## src/rtl/gpio_irq_pkg.sv

```systemverilog
// Package: shared register offsets and decode type for the port
// interrupt unit. Offsets are byte addresses within one port window.
package gpio_irq_pkg;

    localparam int unsigned DEF_PINS   = 8;
    localparam int unsigned DEF_ADDR_W = 8;

    localparam logic [7:0] OFS_EVENT = 8'h14;
    localparam logic [7:0] OFS_MASK  = 8'h18;
    localparam logic [7:0] OFS_FORCE = 8'h1C;
    localparam logic [7:0] OFS_EDGE  = 8'h20;

    typedef enum logic [2:0] {
        REG_NONE,
        REG_EVENT,
        REG_MASK,
        REG_FORCE,
        REG_EDGE
    } reg_sel_e;

    // Map a port-relative byte offset onto the register it selects.
    function automatic reg_sel_e decode_ofs(input logic [7:0] ofs);
        case (ofs)
            OFS_EVENT: return REG_EVENT;
            OFS_MASK:  return REG_MASK;
            OFS_FORCE: return REG_FORCE;
            OFS_EDGE:  return REG_EDGE;
            default:   return REG_NONE;
        endcase
    endfunction

endpackage

```

## src/rtl/gpio_irq_edge.sv

```systemverilog
// Edge detector: one previous-level flop per pin. A pin hits when its
// current level differs from the previous one in the direction its
// select bit names (1 = rising, 0 = falling).
// Assumes pins are synchronous to clk. During reset the previous-level
// flops track the pins, so a pin that is already high when reset ends
// does not produce a false edge.
module gpio_irq_edge #(
    parameter int unsigned PINS = gpio_irq_pkg::DEF_PINS
) (
    input  logic            clk,
    input  logic            rst_n,
    input  logic [PINS-1:0] pin_in,
    input  logic [PINS-1:0] edge_sel,
    output logic [PINS-1:0] edge_hit
);

    logic [PINS-1:0] pin_prev;

    // Remember last cycle's level (and follow the pins during reset).
    always_ff @(posedge clk) begin
        pin_prev <= pin_in;
    end

    for (genvar g = 0; g < PINS; g++) begin : g_pin
        logic rise;
        logic fall;
        // Per-pin direction decode.
        always_comb begin
            rise        = pin_in[g] & ~pin_prev[g];
            fall        = ~pin_in[g] & pin_prev[g];
            edge_hit[g] = rst_n & (edge_sel[g] ? rise : fall);
        end
    end

    // a steady pin never reports a hit, whatever its select bit does.
    p_steady_no_hit_r10: assert property (@(posedge clk) disable iff (!rst_n)
        $past(rst_n) && (pin_in == $past(pin_in)) |-> (edge_hit == '0));

endmodule

```

## src/rtl/gpio_irq_regs.sv

```systemverilog
// Register block: decodes writes for the enable, force and edge-select
// registers and produces the clear mask for the event register. Its read
// mux is combinational. Assumes a single-cycle write strobe.
module gpio_irq_regs #(
    parameter int unsigned PINS   = gpio_irq_pkg::DEF_PINS,
    parameter int unsigned ADDR_W = gpio_irq_pkg::DEF_ADDR_W
) (
    input  logic              clk,
    input  logic              rst_n,
    input  logic              wr_en,
    input  logic [ADDR_W-1:0] wr_addr,
    input  logic [PINS-1:0]   wr_data,
    input  logic [ADDR_W-1:0] rd_addr,
    input  logic [PINS-1:0]   event_q,
    output logic [PINS-1:0]   mask_q,
    output logic [PINS-1:0]   force_q,
    output logic [PINS-1:0]   edge_q,
    output logic [PINS-1:0]   clr_mask,
    output logic [PINS-1:0]   rd_data
);
    import gpio_irq_pkg::*;

    localparam int unsigned OFS_W = 8;

    reg_sel_e wr_sel;
    reg_sel_e rd_sel;
    logic [OFS_W-1:0] wr_ofs;
    logic [OFS_W-1:0] rd_ofs;

    // Widen or trim the address buses to the offset width.
    always_comb begin
        wr_ofs = OFS_W'(wr_addr);
        rd_ofs = OFS_W'(rd_addr);
        wr_sel = wr_en ? decode_ofs(wr_ofs) : REG_NONE;
        rd_sel = decode_ofs(rd_ofs);
    end

    // Hold the software-written configuration registers.
    always_ff @(posedge clk) begin
        if (!rst_n) begin
            mask_q  <= '0;
            force_q <= '0;
            edge_q  <= '0;
        end else begin
            case (wr_sel)
                REG_MASK:  mask_q  <= wr_data;
                REG_FORCE: force_q <= wr_data;
                REG_EDGE:  edge_q  <= wr_data;
                default:   ;
            endcase
        end
    end

    // Ones written to the event offset become clear requests.
    always_comb begin
        clr_mask = (wr_sel == REG_EVENT) ? wr_data : '0;
    end

    // Read mux; unmapped offsets return zero.
    always_comb begin
        case (rd_sel)
            REG_EVENT: rd_data = event_q;
            REG_MASK:  rd_data = mask_q;
            REG_FORCE: rd_data = force_q;
            REG_EDGE:  rd_data = edge_q;
            default:   rd_data = '0;
        endcase
    end

    // a write to an unmapped offset leaves configuration untouched.
    p_unmapped_write_r11: assert property (@(posedge clk) disable iff (!rst_n)
        $past(rst_n) && $past(wr_en) && ($past(decode_ofs(wr_ofs)) == REG_NONE)
        |-> $stable(mask_q) && $stable(force_q) && $stable(edge_q));

endmodule

```

## src/rtl/gpio_irq_events.sv

```systemverilog
// Event register: sticky per-pin pending bits. Set sources (edge hit,
// force) take priority over the write-one-to-clear mask.
// Assumes edge_hit and clr_mask are single-cycle qualified pulses.
module gpio_irq_events #(
    parameter int unsigned PINS = gpio_irq_pkg::DEF_PINS
) (
    input  logic            clk,
    input  logic            rst_n,
    input  logic [PINS-1:0] edge_hit,
    input  logic [PINS-1:0] force_q,
    input  logic [PINS-1:0] clr_mask,
    output logic [PINS-1:0] event_q
);

    logic [PINS-1:0] set_mask;

    // Merge the two set sources.
    always_comb begin
        set_mask = edge_hit | force_q;
    end

    // Latch events; setting wins over clearing in the same cycle.
    always_ff @(posedge clk) begin
        if (!rst_n) begin
            event_q <= '0;
        end else begin
            event_q <= (event_q & ~clr_mask) | set_mask;
        end
    end

    // every detected edge is pending next cycle, even against a clear.
    p_edge_sets_r7: assert property (@(posedge clk) disable iff (!rst_n)
        $past(rst_n) |-> ((event_q & $past(edge_hit)) == $past(edge_hit)));

    // forced bits are always pending one cycle later.
    p_force_sets_r9: assert property (@(posedge clk) disable iff (!rst_n)
        $past(rst_n) |-> ((event_q & $past(force_q)) == $past(force_q)));

    // with no set or clear activity the register holds.
    p_hold_r6: assert property (@(posedge clk) disable iff (!rst_n)
        $past(rst_n) && ($past(edge_hit) == '0) && ($past(force_q) == '0)
        && ($past(clr_mask) == '0) |-> $stable(event_q));

    // a cleared bit with no set source is low next cycle.
    p_clear_r6: assert property (@(posedge clk) disable iff (!rst_n)
        $past(rst_n) |-> ((event_q & $past(clr_mask & ~edge_hit & ~force_q)) == '0));

endmodule

```

## src/rtl/gpio_edge_irq_port.sv

```systemverilog
// Top of the per-port edge interrupt unit: edge detector, register
// block, event register and the registered interrupt output.
// Assumes pin_in is already synchronised to clk.
module gpio_edge_irq_port #(
    parameter int unsigned PINS   = gpio_irq_pkg::DEF_PINS,
    parameter int unsigned ADDR_W = gpio_irq_pkg::DEF_ADDR_W
) (
    input  logic              clk,
    input  logic              rst_n,
    input  logic [PINS-1:0]   pin_in,
    input  logic              wr_en,
    input  logic [ADDR_W-1:0] wr_addr,
    input  logic [PINS-1:0]   wr_data,
    input  logic [ADDR_W-1:0] rd_addr,
    output logic [PINS-1:0]   rd_data,
    output logic              irq
);

    logic [PINS-1:0] edge_hit;
    logic [PINS-1:0] event_q;
    logic [PINS-1:0] mask_q;
    logic [PINS-1:0] force_q;
    logic [PINS-1:0] edge_q;
    logic [PINS-1:0] clr_mask;
    logic            irq_next;

    gpio_irq_edge #(.PINS(PINS)) u_edge (
        .clk      (clk),
        .rst_n    (rst_n),
        .pin_in   (pin_in),
        .edge_sel (edge_q),
        .edge_hit (edge_hit)
    );

    gpio_irq_regs #(.PINS(PINS), .ADDR_W(ADDR_W)) u_regs (
        .clk      (clk),
        .rst_n    (rst_n),
        .wr_en    (wr_en),
        .wr_addr  (wr_addr),
        .wr_data  (wr_data),
        .rd_addr  (rd_addr),
        .event_q  (event_q),
        .mask_q   (mask_q),
        .force_q  (force_q),
        .edge_q   (edge_q),
        .clr_mask (clr_mask),
        .rd_data  (rd_data)
    );

    gpio_irq_events #(.PINS(PINS)) u_events (
        .clk      (clk),
        .rst_n    (rst_n),
        .edge_hit (edge_hit),
        .force_q  (force_q),
        .clr_mask (clr_mask),
        .event_q  (event_q)
    );

    // Reduce masked pending events to one request.
    always_comb begin
        irq_next = |(event_q & mask_q);
    end

    // Register the port interrupt line.
    always_ff @(posedge clk) begin
        if (!rst_n) irq <= 1'b0;
        else        irq <= irq_next;
    end

    // with every pin masked last cycle the line is low.
    p_masked_quiet_r8: assert property (@(posedge clk) disable iff (!rst_n)
        $past(rst_n) && ($past(mask_q) == '0) |-> !irq);

    // nothing pending last cycle means no interrupt now.
    p_idle_quiet_r8: assert property (@(posedge clk) disable iff (!rst_n)
        $past(rst_n) && ($past(event_q) == '0) |-> !irq);

endmodule

```

## config.mk

```make
export PLATFORM = sky130hd
export DESIGN_NAME = gpio_edge_irq_port
export DESIGN_NICKNAME = d
export VERILOG_FILES = /design/src/rtl/gpio_irq_pkg.sv /design/src/rtl/gpio_irq_edge.sv /design/src/rtl/gpio_irq_regs.sv /design/src/rtl/gpio_irq_events.sv /design/src/rtl/gpio_edge_irq_port.sv
export SDC_FILE = /design/constraint.sdc
export NUM_CORES = 1
export LEC_CHECK = 0
export ABC_AREA = 0
export BUFFER_PORTS_ARGS = -buffer_cell sky130_fd_sc_hd__buf_2
export CAP_MARGIN = 20
export CORE_ASPECT_RATIO = 0.75
export CORE_UTILIZATION = 50
export CTS_CLUSTER_SIZE = 16
export DETAILED_ROUTE_END_ITERATION = 12
export PLACE_DENSITY = 0.73
export SYNTH_ARGS = -nofsm -noshare
export SYNTH_HDL_FRONTEND = slang
export SYNTH_SLANG_ARGS = --single-unit
```

## constraint.sdc

```tcl
create_clock -name clk -period 2.64 [get_ports clk]
set_input_delay 0.396 -clock clk [delete_from_list [all_inputs] [get_ports clk]]
set_output_delay 0.396 -clock clk [all_outputs]
set_load 0.005 [all_outputs]
```

# == Word level (Yosys, flattened, before mapping) ==
# Cells that the tools add are included.
# Widths: inputs -> output; s select.
# op_classes
eq_ne,16
muxes,13
bitwise_logic,45
reduce_logical,1
# op_table
operator,n
$eq 8x5->1 const B,6
$pmux 8 s4,1
$and 1x1->1,24
$pmux 3 s4,2
$and 8x8->8,2
$eq 8x6->1 const B,2
$not 1->1,16
$or 8x8->8,2
$eq 3x2->1 const B,4
$mux 1,8
$mux 8,1
$not 8->8,1
$reduce_or 8->1,1
$eq 3x1->1 const B,2
$eq 3x3->1 const B,2
$mux 3,1
# word_totals
ff_bits,41
input_bits,35

# == Longest topological paths before layout ==
# Gate-level depths: netlist of the first run.
# logic_depth
word_depth,8
ltp_mapped,5
ltp_nobuf,3

# == Modules after synthesis ==
# A second synthesis of the first run with hierarchy kept.
# unflattened
cells_unflattened,199
hier_area_um2,1973.1
# by_module_without_submodules
mod,instances,cells_per_inst,area_per_inst_um2,seq_area_each_um2
gpio_irq_regs,1,134,1263.7,480.5
gpio_irq_edge,1,33,361.6,160.2
gpio_irq_events,1,25,285.3,160.2
gpio_edge_irq_port,1,7,62.6,20.0

# == Worst setup path after synthesis of the first run ==
# No wires, ideal clock.
# synth_timing
kind,input -> output
startpoint,in rd_addr[7]
endpoint,out rd_data[0]
arrival_ps,1736
t_required_ps,2244
setup_slack_ps,508
cell_stages,4
path_buffers,1
path_cell_list,or4_1 clkbuf_1 nor3_2 a221o_1
# synth_between
elab_chain_len,4
word_cells_on_any_way,10
# synth_rtl
item,line,source
start: declaration,gpio_edge_irq_port.sv:14,"input logic [ADDR_W-1:0] rd_addr,"
$eq 8x6->1 / $eq 8x5->1 (equally long branches),gpio_irq_pkg.sv:23,case (ofs)
$pmux 3 s4 *,gpio_irq_pkg.sv:23,
$eq 3x3->1 (tied with other cells),gpio_irq_regs.sv:61,case (rd_sel)
$pmux 8 s4 *,gpio_irq_regs.sv:61,
end: declaration,gpio_edge_irq_port.sv:15,"output logic [PINS-1:0] rd_data,"
# Every way passes the cells marked *; elsewhere a longest branch is shown, timed or not.

# == Worst setup path in the final report of the first run ==
# layout_timing
startpoint,in rd_addr[7]
endpoint,out rd_data[1]
# Same word-level chain as after synthesis.

==> results.md, run 1 <==
- Status: finished clean
- DRC Markers: 0
- Final setup viols: 0
- CTS resizes: 0
- Warnings from Yosys: 0
- Max-cap violations: 0
- Syn_nets: approximately 260
- Antenna Violating Nets Remaining: 0
- Area after DPL: approximately 2300 um^2
- Die Y-Extent: a little under 60 um
- Clock Path Buffers: 2
- Fin. Hold Viols: 0
- H-Tree Depth: 2
- CTS tree: done
- Starting Density: between 50% and 60%
- Most frequent cells after synthesis: 41 x dfxtp_1, 41 x nand2_1, 24 x mux2i_1
- Final Net Count: around 300
- VDD IR max: ~0.33 mV
- Num Clock Sinks: 41
- P&R area growth vs syn: 15.50%
- Clock buffer count from CTS: 5
- Pre-CTS worst setup slack: between 0.4 and 0.5 ns
- Crit share post-route: approximately 85%
- Fin area: roughly 2400 um^2
- Initial antenna violation count: 0
- Die W: 76.51 um
- Top FF cell, synth: dfxtp_1
- DRT Wirelength: a little under 5000 um
- CP startpoint kind: input pin
- DR vias/cell: ~5.6
- Post-synth EDFFs: 0
- Max-slew headroom: between 70% and 80%
- Routed WL per cell: between 15 and 20 um
- First DRT Iteration DRCs: 83
- Worst R2R Path Depth: 3
- Critical Path End Type: primary output
- DRT Pass-1 Iters: 4
- I/O Buffers: 43
- Area of the mapped netlist: between 2000 and 2500 um^2
- Worst hold margin: roughly 0.22 ns
- Asr flop ratio synth: 0%
- Crit path kind: input pin to primary output
- Min Tclk post-route: 2.249 ns
- Crit path max fanout: 8
- Reg clk slew, reported paths: 0.08 ns
- Leading area contributor after synthesis: dfxtp_1
- Post-route setup slack: around 0.39 ns
- P per Cell Area: about 530 nW/um^2
- Distinct cells, synth: 29
- Sequential cell area fraction in the yosys report: around two fifths
- GPL Wtd Cong: ~0.77
- Max-slew violations: 0
- Synth Area per Inst: around 9.4 um^2
- Vias in the first global route: 1641
- Via Count: ~1800
- Clock root buffer: clkbuf_8
- Total gr overflow: 0
- Static leakage: approximately 1.1 nW
- Hpwl dp: between 3000 and 4000 um
- N_diodes: 0
- Seq cells post-synth: between 40 and 50
- RSZ-0062 raised after global routing: no
- Global-route usage over all layers: 23.47%
- Buffer count from post-CTS setup fixing: 0
- Largest net degree at the start of global routing: 24
- I/O pins: 44
- Clk_skew: 0.004085 ns
- Core area: 3827 um^2
- HP Class: input pin to flip-flop
- Transition time of the tightest slew-check pin: 0.3920 ns
- Die area: around 4400 um^2
- CP Data Arrival Time: between 1.5 and 2 ns
- Largest cells by area after synthesis: dfxtp_1 39%, mux2i_1 12%, nand2_1 7.4%
- Share of layout cells above drive strength 1: a little under a quarter
- Cells after Synth: 222
- Clk_lat worst skew: approximately 0.30 ns
- Setup TNS: 0 ns
- Worst hold stages: 1
- First-pass GRT wire length: about 8000 um
- Crit path required time: about 2.2 ns
- Yosys top cell area share: between 30% and 40%
- Std-Cell Rows: 19
- # hold bufs at CTS: 0
- Fmax: between 0.4 and 0.5 GHz
worst paths after layout:
check                                     start                             end  slack (ns)
setup / recovery                     rd_addr[7]                      rd_data[1]        0.39
hold / removal                        pin_in[2]      u_edge.pin_prev[2]$_DFF_P_        0.22
setup reg to reg  u_regs.edge_q[3]$_SDFFE_PN0N_  u_events.event_q[3]$_SDFF_PN0_        1.58
hold reg to reg   u_regs.mask_q[4]$_SDFFE_PN0N_   u_regs.mask_q[4]$_SDFFE_PN0N_        0.49
metrics by stage:
step,power (mW),util [%],instances
floorplan,0.7274,-,222
global placement,0.7656,59.69,309
detailed placement,0.7685,59.69,309
CTS,1.293,62.83,317
global route,1.339,62.83,317
finish,1.282,62.83,317
metal layers:
layer / track usage, % / part of all wire (%)
met5: 0 / 0
met4: 9.890 / 1.3
met3: 5.039 / 6.1
met2: 34.62 / 41
met1: 33.37 / 51
flip-flops by register name, summed over array words and instances, names as in the netlist:
name              count
u_edge.pin_prev       8
u_events.event_q      8
u_regs.edge_q         8
u_regs.force_q        8
u_regs.mask_q         8
irq                   1
kinds of logic after synthesis:
logic type / count (synthesis) / synth area share [%]
AO/OA/AOI/OAI: 37 / 13.94
buffers and inverters: 16 / 6.250
flip-flops: 41 / 39.42
multiplexers: 24 / 11.54
AND/OR/NAND/NOR: 104 / 28.85
cell type report:
cell class / instances / area [um^2]
flip-flops and latches: 41 / 820.8
repair buffers: 49 / 260.3
fillers: 340 / 1423
inverters: 2 / 7.507
clock inverters: 2 / 37.54
clock buffers: 6 / 82.58
multi-input cells: 165 / 1131
well taps: 52 / 65.06
report_power, final:
group / total, mW / leakage [nW] / internal, mW / switching, mW
Clock: 0.527 / 0.0574 / 0.307 / 0.219
Sequential: 0.646 / 0.335 / 0.635 / 0.0109
Combinational: 0.109 / 0.690 / 0.0458 / 0.0633
Total: 1.28 / 1.08 / 0.988 / 0.294
cells in the final DEF, fill, tap and decap left out, drive strengths merged, types with 2 or more instances in the layout:
master and instances:
a211oi 15, a221o 8, a22oi 4, and3b 7, buf 49, clkbuf 6, dfxtp 41, mux2i 24
nand2 41, nand2b 10, nand3b 16, nand4 2, nor2 10, nor2b 2, nor4 9, o22ai 8
or2b 2, or4 2
critical path, stage by stage:
cell and delay (ns):
buf_2 0.09, or4_1 0.62, nor4_4 0.24, buf_4 0.21
a221o_1 0.18, buf_2 0.12
(Power assumes the default switching activity.)
==> inputs of run 2 (changes only) <==
==> constraint.sdc (replaced) <==
create_clock -name clk -period 2.64 [get_ports clk]
set_input_delay 0.264 -clock clk [delete_from_list [all_inputs] [get_ports clk]]
set_output_delay 0.264 -clock clk [all_outputs]
set_load 0.005 [all_outputs]
==> run 2 against run 1 <==
Compared with the run above: wire length fell by 0.25%; combinational power barely moved; critical path type unchanged; setup slack improved by 0.085 ns; register-to-register slack barely moved; maximum frequency is 4.0% higher; non-clock buffer count shrank 1; flip-flop and latch count unchanged; sequential power barely moved; core utilization fell by 0.69 points.
==> results.md, run 2 (synthesized netlist as in run 1, its figures left out) <==
- CTS tree: done
- Final Net Count: 298
- Share of layout cells above drive strength 1: around a quarter
- Clock buffer count from CTS: 5
- DRT Pass-1 Iters: 4
- Setup TNS: 0 ns
- # hold bufs at CTS: 0
- DRC Markers: 0
- Critical Path End Type: primary output
- Buffer count from post-CTS setup fixing: 0
- First DRT Iteration DRCs: 106
- GPL Wtd Cong: ~0.8
- RSZ-0062 raised after global routing: no
- Crit path required time: 2.38 ns
- Via Count: ~1800
- Commonest non-fill, non-tap cell in the layout: buf_2
- First-pass GRT wire length: between 8000 and 9000 um
- Clock Path Buffers: 2
- Clock root buffer: clkbuf_8
- Clk_skew: 0.002631 ns
- Std-Cell Rows: 19
- Fmax: ~0.46 GHz
- H-Tree Depth: 2
- Worst hold margin: 0.09648 ns
- Reg area: approximately 800 um^2
- Total gr overflow: 0
- Clk_lat worst skew: around 0.29 ns
- Worst hold stages: 1
- CTS resizes: 0
- Die area: between 4000 and 5000 um^2
- Crit path max fanout: 10
- Static leakage: 1.075 nW
- Die W: ~77 um
- Core area: approximately 3800 um^2
- Hpwl dp: 3360 um
- DR vias/cell: between 5 and 6
- Vias in the first global route: approximately 1700
- N_diodes: 0
- P&R area growth vs syn: 14.24%
- Min Tclk post-route: 2.164 ns
- Transition time of the tightest slew-check pin: roughly 0.44 ns
- Die Y-Extent: around 58 um
- Status: finished clean
- Most frequent cells in the layout: 43 x buf_2, 41 x nand2_1, 41 x dfxtp_1, 24 x mux2i_1, 16 x nand3b_1
- DRT Wirelength: roughly 4800 um
- HP Class: input pin to flip-flop
- Overall Power: 1.196 mW
- VDD IR max: 0.3631 mV
- I/O pins: 44
- Final setup viols: 0
- Crit share post-route: between 80% and 90%
- Max-cap violations: 0
- Number of fill cells in the layout: 371
- Max-slew violations: 0
- Antenna Violating Nets Remaining: 0
- I/O Buffers: 43
- Starting Density: a little over half
- Reg clk slew, reported paths: 0.08 ns
- Largest net degree at the start of global routing: 41
- Worst R2R Path Depth: 3
- Fin. Hold Viols: 0
- P per Cell Area: around 500 nW/um^2
- Crit path kind: input pin to primary output
- Initial antenna violation count: 0
- Max-slew headroom: 70.92%
- CP startpoint kind: input pin
- CP Data Arrival Time: 1.90 ns
- Area of the multi-input gates: ~1100 um^2
- Routed WL per cell: between 15 and 20 um
- Num Clock Sinks: 41
- Global-route usage over all layers: between 20% and 30%
## run 2: cell count changes in the layout (fill, tap and decap cells not counted)
| cell | delta |
|---|---|
| bufinv_16 | -1 |
| clkinv_2 | +1 |
| clkbuf_8 | +1 |
| buf_4 | -1 |
| clkinvlp_4 | -1 |
## run 2: routing by layer
layer	share of wire [%]	global-route usage, %	vias up	wire length [um]
li1	-	-	904	-
met1	50	33.20	810	2393
met2	40	35.26	81	1925
met3	7.9	5.039	14	381
met4	2.3	10.71	0	110
met5	0	0	-	0
## run 2: per-stage QoR
stage,worst slack [ns],instance area [um^2],cells,utilization [%]
6_report,0.4765,2379,316,62.14
5_1_grt,0.4370,2379,316,62.14
4_1_cts,0.4954,2379,316,62.14
3_5_place_dp,0.5090,2277,308,59.50
3_3_place_gp,0.5128,2277,308,59.50
2_1_floorplan,0.7723,2082,222,-
## run 2: worst paths after layout
check / from / endpoint / slack, ns
worst max-delay path: rd_addr[7] / rd_data[1] / 0.48
worst min-delay path: pin_in[4] / u_edge.pin_prev[4]$_DFF_P_ / 0.1
worst max register to register: u_regs.edge_q[3]$_SDFFE_PN0N_ / u_events.event_q[3]$_SDFF_PN0_ / 1.59
worst min register to register: u_regs.mask_q[2]$_SDFFE_PN0N_ / u_regs.mask_q[2]$_SDFFE_PN0N_ / 0.48
## run 2: power by group
group | total (mW) | switching [mW] | internal, mW
clock network | 0.441 | 0.205 | 0.236
logic | 0.108 | 0.0624 | 0.0454
registers | 0.646 | 0.0113 | 0.635
total | 1.20 | 0.279 | 0.917
## run 2: critical path: stages
cell	delay [ns]
buf_2	0.09
or4_1	0.75
nor4_4	0.28
buf_4	0.23
a221o_1	0.18
buf_2	0.11
## run 2: layout make-up
class	instances	share of cell area (%)
Clock buffer	7	4.051
Clock inverter	1	0.2104
Inverter	2	0.3156
Multi-Input combinational cell	165	47.55
Sequential cell	41	34.51
Tap cell	52	2.735
Timing Repair Buffer	48	10.63
==> inputs of run 3 (changes only) <==
- CORE_UTILIZATION: 50 -> 49
- PLACE_DENSITY: 0.73 -> 0.75
- clock period: 2.64 -> 1.9 ns (I/O delays scaled with it)
==> run 3 against run 2 <==
Compared with the run above: power up 41%; cell area up 1.6%; global-route usage down 0.73 points; critical path depth unchanged; setup slack worse by 0.36 ns; clock skew up 0.0034 ns; clock power up 44%; first-iteration DRC count up 3.8%; cell count up 2.2%; sequential share of layout area down 0.54 points; flip-flop and latch count unchanged; non-clock buffer count up 4.
==> results.md, run 3 (synthesized netlist as in run 1, its figures left out) <==
- Clock root buffer: clkbuf_8
- DR vias/cell: 5.604
- CP startpoint kind: input pin
- Crit path max fanout: 8
- Reg2Reg Setup Slack: slightly below 0.9 ns
- Most frequent cells in the layout: 43 x buf_2, 41 x nand2_1, 41 x dfxtp_1, 24 x mux2i_1, 16 x nand3b_1
- # hold bufs at CTS: 0
- I/O pins: 44
- Clock Path Buffers: 2
- H-Tree Depth: 2
- Worst path slowest cell: or4_4
- CP peak stage delay: approximately 0.57 ns
- Status: finished clean
- RSZ-0062 raised after global routing: no
- Max-cap violations: 0
- Std-Cell Rows: 20
- Worst path depth: 6
- Crit path required time: ~1.7 ns
- Clk_skew: about 0.0060 ns
- Clk_lat worst skew: between 0.2 and 0.3 ns
- Global-route usage over all layers: between 20% and 30%
- Setup TNS: 0 ns
- Worst R2R Path Depth: 3
- HP Class: input pin to flip-flop
- Die area: roughly 4500 um^2
- WP buf/inv: 3
- DRT Pass-1 Iters: 4
- CTS tree: done
- N_diodes: 0
- Starting Density: between 50% and 60%
- Hpwl dp: 3261 um
- FF-to-FF End: u_events.event_q[5]$_SDFF_PN0_
- CP dominant cell by count: buf_2
- Max-slew violations: 0
- Max-slew headroom: roughly 73%
- Fmax: ~0.56 GHz
- Reg clk slew, reported paths: around 0.080 ns
- Largest net degree at the start of global routing: 41
- Crit path kind: input pin to primary output
- Share of layout cells above drive strength 1: 25.00%
- I/O Buffers: between 40 and 50
- Reg2reg start: u_regs.edge_q[5]$_SDFFE_PN0N_
- First DRT Iteration DRCs: between 100 and 150
- Critical Path End Type: primary output
- P per Cell Area: 698.9 nW/um^2
- Die Y-Extent: just under 60 um
- Vias in the first global route: around 1600
- Routed WL per cell: approximately 15 um
- DRC Markers: 0
- Fin. Hold Viols: 0
- Core area: a little over 4000 um^2
- Commonest non-fill, non-tap cell in the layout: buf_2
- Initial antenna violation count: 0
- Via Count: between 1500 and 2000
- Clock buffer count from CTS: 5
- CP Data Arrival Time: around 1.6 ns
- CP top delay family: simple AND/OR/NAND/NOR gates
- Final setup viols: 0
- DRT Wirelength: about 4800 um
- Overall Power: between 1.5 and 2 mW
- Transition time of the tightest slew-check pin: around 0.41 ns
- Total gr overflow: 0
- VDD IR max: 0.3971 mV
- Number of fill cells in the layout: roughly 380
- Die W: approximately 77 um
- P&R area growth vs syn: 16.05%
- Hold EP: u_edge.pin_prev[7]$_DFF_P_
- Num Clock Sinks: between 40 and 50
- Buffer count from post-CTS setup fixing: 0
- Worst hold stages: 1
- Min Tclk post-route: between 1.5 and 2 ns
- Static leakage: approximately 1.1 nW
- Antenna Violating Nets Remaining: 0
- GPL Wtd Cong: 0.8307
- HP Start: pin_in[7]
- Worst Setup SP: rd_addr[7]
- Worst-path cell chain: buf_2, or4_4, nor4_4, buf_4, a221o_1, buf_2
- Final Net Count: between 300 and 400
- Crit share post-route: between 90% and 100%
- First-pass GRT wire length: 8010 um
run 3: worst reg2reg max path: stages (launching register included):
cell	delay, ns
dfxtp_1	0.34
and3b_1	0.18
a211oi_1	0.28
o22ai_1	0.11
run 3: cell type report:
cell class	count	area (um^2)	share of cell area, %
clock buffers	7	96.34	3.988
clock inverters	1	5.005	0.2071
inverters	2	7.507	0.3107
multi-input cells	165	1135	46.97
flip-flops and latches	41	820.8	33.97
well taps	55	68.82	2.848
repair buffers	52	282.8	11.70
run 3: worst max-delay path by stage:
stage	endpoint	slack, ns
2_1_floorplan	rd_data[0]	0.18
5_1_grt	rd_data[1]	0.03
3_5_place_dp	rd_data[1]	0.06
3_3_place_gp	rd_data[1]	0.08
4_1_cts	rd_data[1]	0.03
6_report	rd_data[1]	0.12
run 3: report_power, final:
part / switching [mW] / total (mW) / internal [mW]
combinational: 0.0885 / 0.155 / 0.0668
clock: 0.307 / 0.636 / 0.329
sequential: 0.0151 / 0.897 / 0.882
run 3: metal layers:
layer | vias to the layer above | wire length [um] | GRT usage, % | part of all wire, %
met5 | - | 0 | 0 | 0
met1 | 836 | 2387 | 33.27 | 49
li1 | 912 | - | - | -
met3 | 7 | 307 | 4.496 | 6.3
met2 | 55 | 2104 | 34.26 | 43
met4 | 0 | 47 | 7.547 | 0.97
run 3: metrics by stage:
stage | utilization (%) | setup WS, ns | instances | hold WS, ns | cell area, um^2
after floorplan | - | 0.1803 | 222 | 0.2177 | 2082
after global placement | 57.01 | 0.07578 | 315 | 0.3169 | 2311
after detailed placement | 57.01 | 0.05880 | 315 | 0.3184 | 2311
after CTS | 59.51 | 0.02925 | 323 | 0.01449 | 2412
after global routing | 59.60 | 0.03047 | 323 | 0.009261 | 2416
final | 59.60 | 0.1174 | 323 | 0.01401 | 2416
run 3: what timing repair did:
item | CTS | global route
resized for setup | 0 | 1
setup endpoints to repair | 0 | 8
hold endpoints to repair | 0 | 0
